[src/rtl/tmr_trig_pkg.sv]
package tmr_trig_pkg;

   typedef enum logic [1:0] {
      EDGE_OFF  = 2'd0,
      EDGE_RISE = 2'd1,
      EDGE_FALL = 2'd2,
      EDGE_ANY  = 2'd3
   } edge_mode_t;

   // Qualify one line's transition against the chosen edge mode.
   function automatic logic edge_hit(edge_mode_t mode, logic cur, logic prev);
      case (mode)
         EDGE_RISE: return cur & ~prev;
         EDGE_FALL: return ~cur & prev;
         EDGE_ANY:  return cur ^ prev;
         default:   return 1'b0;
      endcase
   endfunction

endpackage

[src/rtl/tmr_line_sync.sv]
module tmr_line_sync #(
   parameter int STAGES = 2
) (
   input  logic clk,
   input  logic rst_n,
   input  logic line_in,
   output logic cur,
   output logic prev
);

   if (STAGES < 2) begin : g_bad_stages
      $error("tmr_line_sync: STAGES must be at least 2");
   end

   logic [STAGES-1:0] chain;
   logic              hist;

   // Stage 0 captures the raw line; later stages shift it along.
   always_ff @(posedge clk or negedge rst_n) begin
      if (!rst_n) chain[0] <= 1'b0;
      else        chain[0] <= line_in;
   end

   for (genvar s = 1; s < STAGES; s++) begin : g_stage
      always_ff @(posedge clk or negedge rst_n) begin
         if (!rst_n) chain[s] <= 1'b0;
         else        chain[s] <= chain[s-1];
      end
   end

   // One more flop keeps the previous synchronized level.
   always_ff @(posedge clk or negedge rst_n) begin
      if (!rst_n) hist <= 1'b0;
      else        hist <= chain[STAGES-1];
   end

   assign cur  = chain[STAGES-1];
   assign prev = hist;

endmodule

[src/rtl/tmr_ext_pick.sv]
module tmr_ext_pick
   import tmr_trig_pkg::*;
#(
   parameter int NUM_AUX = 3,
   localparam int NL     = NUM_AUX + 2,
   localparam int WSEL_W = $clog2(NUM_AUX + 1)
) (
   input  logic [NL-1:0]     cur_v,
   input  logic [NL-1:0]     prev_v,
   input  logic              wave_mode,
   input  logic              cap_src_sel,
   input  logic [WSEL_W-1:0] wave_src_sel,
   input  logic              ext_trig_en,
   input  logic [1:0]        edge_sel,
   output logic              ext_fire
);

   // Line order: 0 = line A, 1 = line B, 2.. = auxiliary inputs.
   logic sel_cur, sel_prev, armed;

   always_comb begin
      sel_cur  = 1'b0;
      sel_prev = 1'b0;
      if (wave_mode) begin
         for (int k = 0; k <= NUM_AUX; k++) begin
            if (wave_src_sel == WSEL_W'(k)) begin
               sel_cur  = cur_v[k+1];
               sel_prev = prev_v[k+1];
            end
         end
      end else begin
         sel_cur  = cap_src_sel ? cur_v[1]  : cur_v[0];
         sel_prev = cap_src_sel ? prev_v[1] : prev_v[0];
      end
   end

   assign armed    = wave_mode ? ext_trig_en : 1'b1;
   assign ext_fire = armed & edge_hit(edge_mode_t'(edge_sel), sel_cur, sel_prev);

endmodule

[src/rtl/tmr_trig_sel.sv]
module tmr_trig_sel
   import tmr_trig_pkg::*;
#(
   parameter int CNT_W       = 16,
   parameter int NUM_AUX     = 3,
   parameter int SYNC_STAGES = 2,
   localparam int WSEL_W     = $clog2(NUM_AUX + 1)
) (
   input  logic              clk,
   input  logic              rst_n,
   input  logic              sw_strobe,
   input  logic              sync_strobe,
   input  logic [CNT_W-1:0]  cnt_val,
   input  logic [CNT_W-1:0]  cmp_c,
   input  logic              cmp_trig_en,
   input  logic              wave_mode,
   input  logic              cap_src_sel,
   input  logic [WSEL_W-1:0] wave_src_sel,
   input  logic              ext_trig_en,
   input  logic [1:0]        edge_sel,
   input  logic              line_a,
   input  logic              line_b,
   input  logic [NUM_AUX-1:0] aux_in,
   output logic              trig_out
);

   localparam int NL = NUM_AUX + 2;

   if (CNT_W < 1) begin : g_bad_width
      $error("tmr_trig_sel: CNT_W must be positive");
   end
   if (NUM_AUX < 1) begin : g_bad_aux
      $error("tmr_trig_sel: NUM_AUX must be at least 1");
   end

   logic [NL-1:0] raw_v, cur_v, prev_v;
   logic          ext_fire, cmp_fire, any_fire, trig_q;

   assign raw_v = {aux_in, line_b, line_a};

   for (genvar i = 0; i < NL; i++) begin : g_line
      tmr_line_sync #(.STAGES(SYNC_STAGES)) u_sync (
         .clk     (clk),
         .rst_n   (rst_n),
         .line_in (raw_v[i]),
         .cur     (cur_v[i]),
         .prev    (prev_v[i])
      );
   end

   tmr_ext_pick #(.NUM_AUX(NUM_AUX)) u_pick (
      .cur_v        (cur_v),
      .prev_v       (prev_v),
      .wave_mode    (wave_mode),
      .cap_src_sel  (cap_src_sel),
      .wave_src_sel (wave_src_sel),
      .ext_trig_en  (ext_trig_en),
      .edge_sel     (edge_sel),
      .ext_fire     (ext_fire)
   );

   assign cmp_fire = cmp_trig_en & (cnt_val == cmp_c);
   assign any_fire = sw_strobe | sync_strobe | cmp_fire | ext_fire;

   always_ff @(posedge clk or negedge rst_n) begin
      if (!rst_n) trig_q <= 1'b0;
      else        trig_q <= any_fire;
   end

   assign trig_out = trig_q;

endmodule

[config.mk]
export PLATFORM = sky130hd
export DESIGN_NAME = tmr_trig_sel
export DESIGN_NICKNAME = d
export VERILOG_FILES = /design/src/rtl/tmr_trig_pkg.sv /design/src/rtl/tmr_line_sync.sv /design/src/rtl/tmr_ext_pick.sv /design/src/rtl/tmr_trig_sel.sv
export SDC_FILE = /design/constraint.sdc
export NUM_CORES = 1
export LEC_CHECK = 0
export BUFFER_PORTS_ARGS = -buffer_cell sky130_fd_sc_hd__buf_2
export CORE_ASPECT_RATIO = 0.75
export CORE_UTILIZATION = 37
export DETAILED_ROUTE_END_ITERATION = 8
export PLACE_DENSITY = 0.74
export SLEW_MARGIN = 20
export SYNTH_ARGS = -nofsm -noshare
export SYNTH_HDL_FRONTEND = slang
export SYNTH_HIERARCHICAL = 1
export SYNTH_SLANG_ARGS = --single-unit
[constraint.sdc]
create_clock -name clk -period 1.55 [get_ports clk]
set_input_delay 0 -clock clk [delete_from_list [all_inputs] [get_ports clk]]
set_output_delay 0 -clock clk [all_outputs]
set_load 0.02 [all_outputs]
==> impl_metrics.csv <==
group,metric,value,unit
timing,hold_viol_final,1,
timing,finalCriticalPeriod,1.69,ns
synth,yosysWarnings,6,
floorplan,die_area,2290,um2
worst_setup_path,crit_chain,"mux2i_1 -> nor2_1 -> or3_1 -> ha_2 -> nand3b_1 -> a21oi_1 -> nor3_1 -> o21ai_1",
synth,synth.distinct_cells,21,
global_routing,grt_overflow,0,
timing,post-route-period-util,109,%
cells_and_area,mostFrequentLayoutCells,"49 x buf_2, 16 x dfrtp_1, 15 x xor2_1, 8 x dlygate4sd3_1, 5 x nor2b_1",
cts,cts_root_buffer,"clkbuf_4",
global_routing,antenna_found_initial,0,
cts,worstSkewPairLatency,0.28,ns
global_routing,grt_max_degree,17,
cts,clkTransAtPathRegs,0.09,ns
cts,htreeDepth,1,
cells_and_area,fin_area,1170,um2
drt,postRouteAntennaNets,0,
worst_setup_path,critical-path-slowest-cell,"dfrtp_1",
worst_setup_path,worst_ep_arrival_time,1.86,ns
floorplan,die_width,54.9,um
worst_hold_path,hold_path.class,"in2reg",
cells_and_area,layout_commonest_cell,"buf_2",
worst_setup_path,end_kind,"register",
cts,cts.sinks,16,
global_routing,grt_util_all_layers,16.4,%
placed_design,dp_hpwl,1.36,mm
synth,syn_area,776,um2
cells_and_area,num-fill-cells,148,
synth,synth_top_cell_area_share,51.6,%
synth,synth.mux.area_fraction,5.16,%
drt,routedWlPerCell,12.0,um
cells_and_area,final_cells,148,
power_and_ir_drop,cellLeakagePower,0.576,nW
worst_setup_path,crit_buf_inv,0,
timing,setup_ws,-0.137,ns
timing,fin_worst_skew,0.00517,ns
drt,drc,0,
global_routing,grt_pass1_wl,2.58,mm
drt,drtPass1Iterations,4,
synth,synth_top_family_by_area,"XOR/XNOR gates",
placed_design,port-buffer-count,49,
timing,fmax,593,MHz
timing,drv_slew,0,
synth,synth-compound-area-share,6.29,%
cells_and_area,multi_input_area,377,um2
synth,yosysSeqAreaShare,51.6,%
synth,syn-num-nets,117,
worst_setup_path,cp_data_required_time,1.72,ns
timing,whs,-0.0195,ns
worst_setup_path,crit_family,"simple AND/OR/NAND/NOR gates",
worst_setup_path,critPathMaxFanout,3,
placed_design,dpl_worst_slack,-0.109,ns
synth,synthCells,66,
synth,synth_adder_area_share,3.23,%
placed_design,placed_area,1050,um2
synth,yosysTopAreaCell,"dfrtp_1",
timing,setup_tns,-0.137,ns
flow_run,maxCapViolations,0,
synth,synth_area_per_cell,11.8,um2
cts,cts_tree,"done",
power_and_ir_drop,peakVddDrop,0.972,mV
worst_setup_path,critPathKind,"reg2reg",
synth,synth-xor-area-share,18.1,%
cells_and_area,antennaDiodeCount,0,
floorplan,core,1850,um2
synth,ys_ff_latch,16,
cells_and_area,syn_to_final_growth,50.3,%
synth,synthTopCellsByArea,"dfrtp_1 52%, xor2_1 17%, mux2i_1 5.2%, nor2b_1 4.0%, ha_1 3.2%",
timing,slew_headroom,77.8,%
floorplan,start_util,41.8,%
placed_design,place.gp.congestion,0.782,
worst_setup_path,cp-start-kind,"register",
floorplan,ioPinCount,50,
synth,yosys.area_share.simple,14.2,%
cells_and_area,final_nets,178,
floorplan,die_h,41.7,um
timing,worst_pin_slew,0.334,ns
drt,vias,686,
worst_setup_path,slowest_delay,0.39,ns
cells_and_area,layout-drive-gt1-share,44.4,%
drt,wl,1.78,mm
drt,routed_via_density,4.64,
cts,clk_path_buf_depth,2,
placed_design,place_inst,136,
timing,rsz0062_at_grt,"true",
floorplan,num_rows,13,
cts,numCtsBuffers,3,
drt,drtIter0Drc,12,
outcome,violations,"negative hold slack, negative setup slack",
outcome,status,"complete, but fails checks",
power_and_ir_drop,power-per-cell-area,763,nW/um2
cells_and_area,final_util,62.9,%
cells_and_area,register_area,400,um2
global_routing,grt_pass1_vias,640,
timing,setup_violations,1,
-- report_power, final --
group	switching [mW]	internal, mW	total [mW]
sequential	0.00802	0.438	0.446
clock	0.118	0.143	0.261
combinational	0.0795	0.103	0.182
-- registers in the layout (all words and copies together) (netlist names) --
register	cells
g_line.u_sync/chain	5
g_line.u_sync/cur	5
g_line.u_sync/prev	5
trig_out	1
-- worst paths after layout --
| path | startpoint | end | slack [ns] | depth (start not counted) |
|---|---|---|---|---|
| min reg2reg | g_line[1].u_sync/chain[0] | g_line[1].u_sync/cur | 0.35 | 0 |
| max reg2reg | g_line[1].u_sync/cur | trig_out | -0.14 | 8 |
| min in group asynchronous | rst_n | g_line[1].u_sync/prev | 0.14 | 2 |
| min | cmp_trig_en | trig_out | -0.02 | 3 |
| max | g_line[1].u_sync/cur | trig_out | -0.14 | 8 |
| max in group asynchronous | rst_n | g_line[2].u_sync/chain[0] | 1.16 | 2 |
-- worst reg2reg max path: cells and delay by family (launching register included) --
kind / cells / cell delay (ns)
multiplexers: 1 / 0.16
AO/OA/AOI/OAI: 2 / 0.15
adder cells (fa/ha/maj): 1 / 0.18
flip-flops: 1 / 0.39
AND/OR/NAND/NOR: 4 / 0.69
-- stage by stage --
step / total power [mW] / hold WS (ns)
2_1_floorplan: 0.529 / -0.296
3_3_place_gp: 0.612 / -0.0794
3_5_place_dp: 0.620 / -0.0772
4_1_cts: 0.899 / -0.0865
5_1_grt: 0.943 / 0.00668
6_report: 0.889 / -0.0195
-- kinds of logic (layout without fill, tap and decap cells) --
logic type,Yosys count,in the layout
compound gates,7,7
xor+xnor,16,16
fa+ha+maj,2,2
buf+inv,1,61
flops,16,16
mux,4,4
simple gates,20,20
-- cell usage after synthesis --
library cell,n
dfrtp_1,16
xor2_1,15
nor2b_1,5
mux2i_1,4
nor2_1,3
nor3_1,3
nor4_1,3
a211oi_1,2
ha_1,2
nand3_1,2
a21oi_1,1
a311o_1,1
a311oi_1,1
buf_6,1
nand2_1,1
nand2b_1,1
nand3b_1,1
o21ai_0,1
o21ai_1,1
or3_1,1
xnor2_1,1
-- routing by layer --
layer / vias to the layer above / part of all wire (%) / GRT usage [%]
met5: - / 0 / 0
met2: 24 / 56 / 27.2
met1: 312 / 38 / 19.1
met3: 2 / 5.0 / 6.59
li1: 348 / - / -
met4: 0 / 1.2 / 4.62
-- cell type report --
class	instances	share of cell area, %
Timing Repair Buffer	57	27.9
Sequential cell	16	34.3
Tap cell	22	2.36
Clock buffer	4	3.11
Multi-Input combinational cell	49	32.3
-- what timing repair did --
| item | CTS | global route |
|---|---|---|
| gates resized for setup | 1 | 0 |
| endpoints found under the hold margin | 22 | 1 |
| endpoints found under the setup margin | 1 | 1 |
| pin swaps | 3 | 4 |
| buffers inserted | 0 | 0 |
| hold buffers | 6 | 2 |
Power figures use the tool's default switching activity.
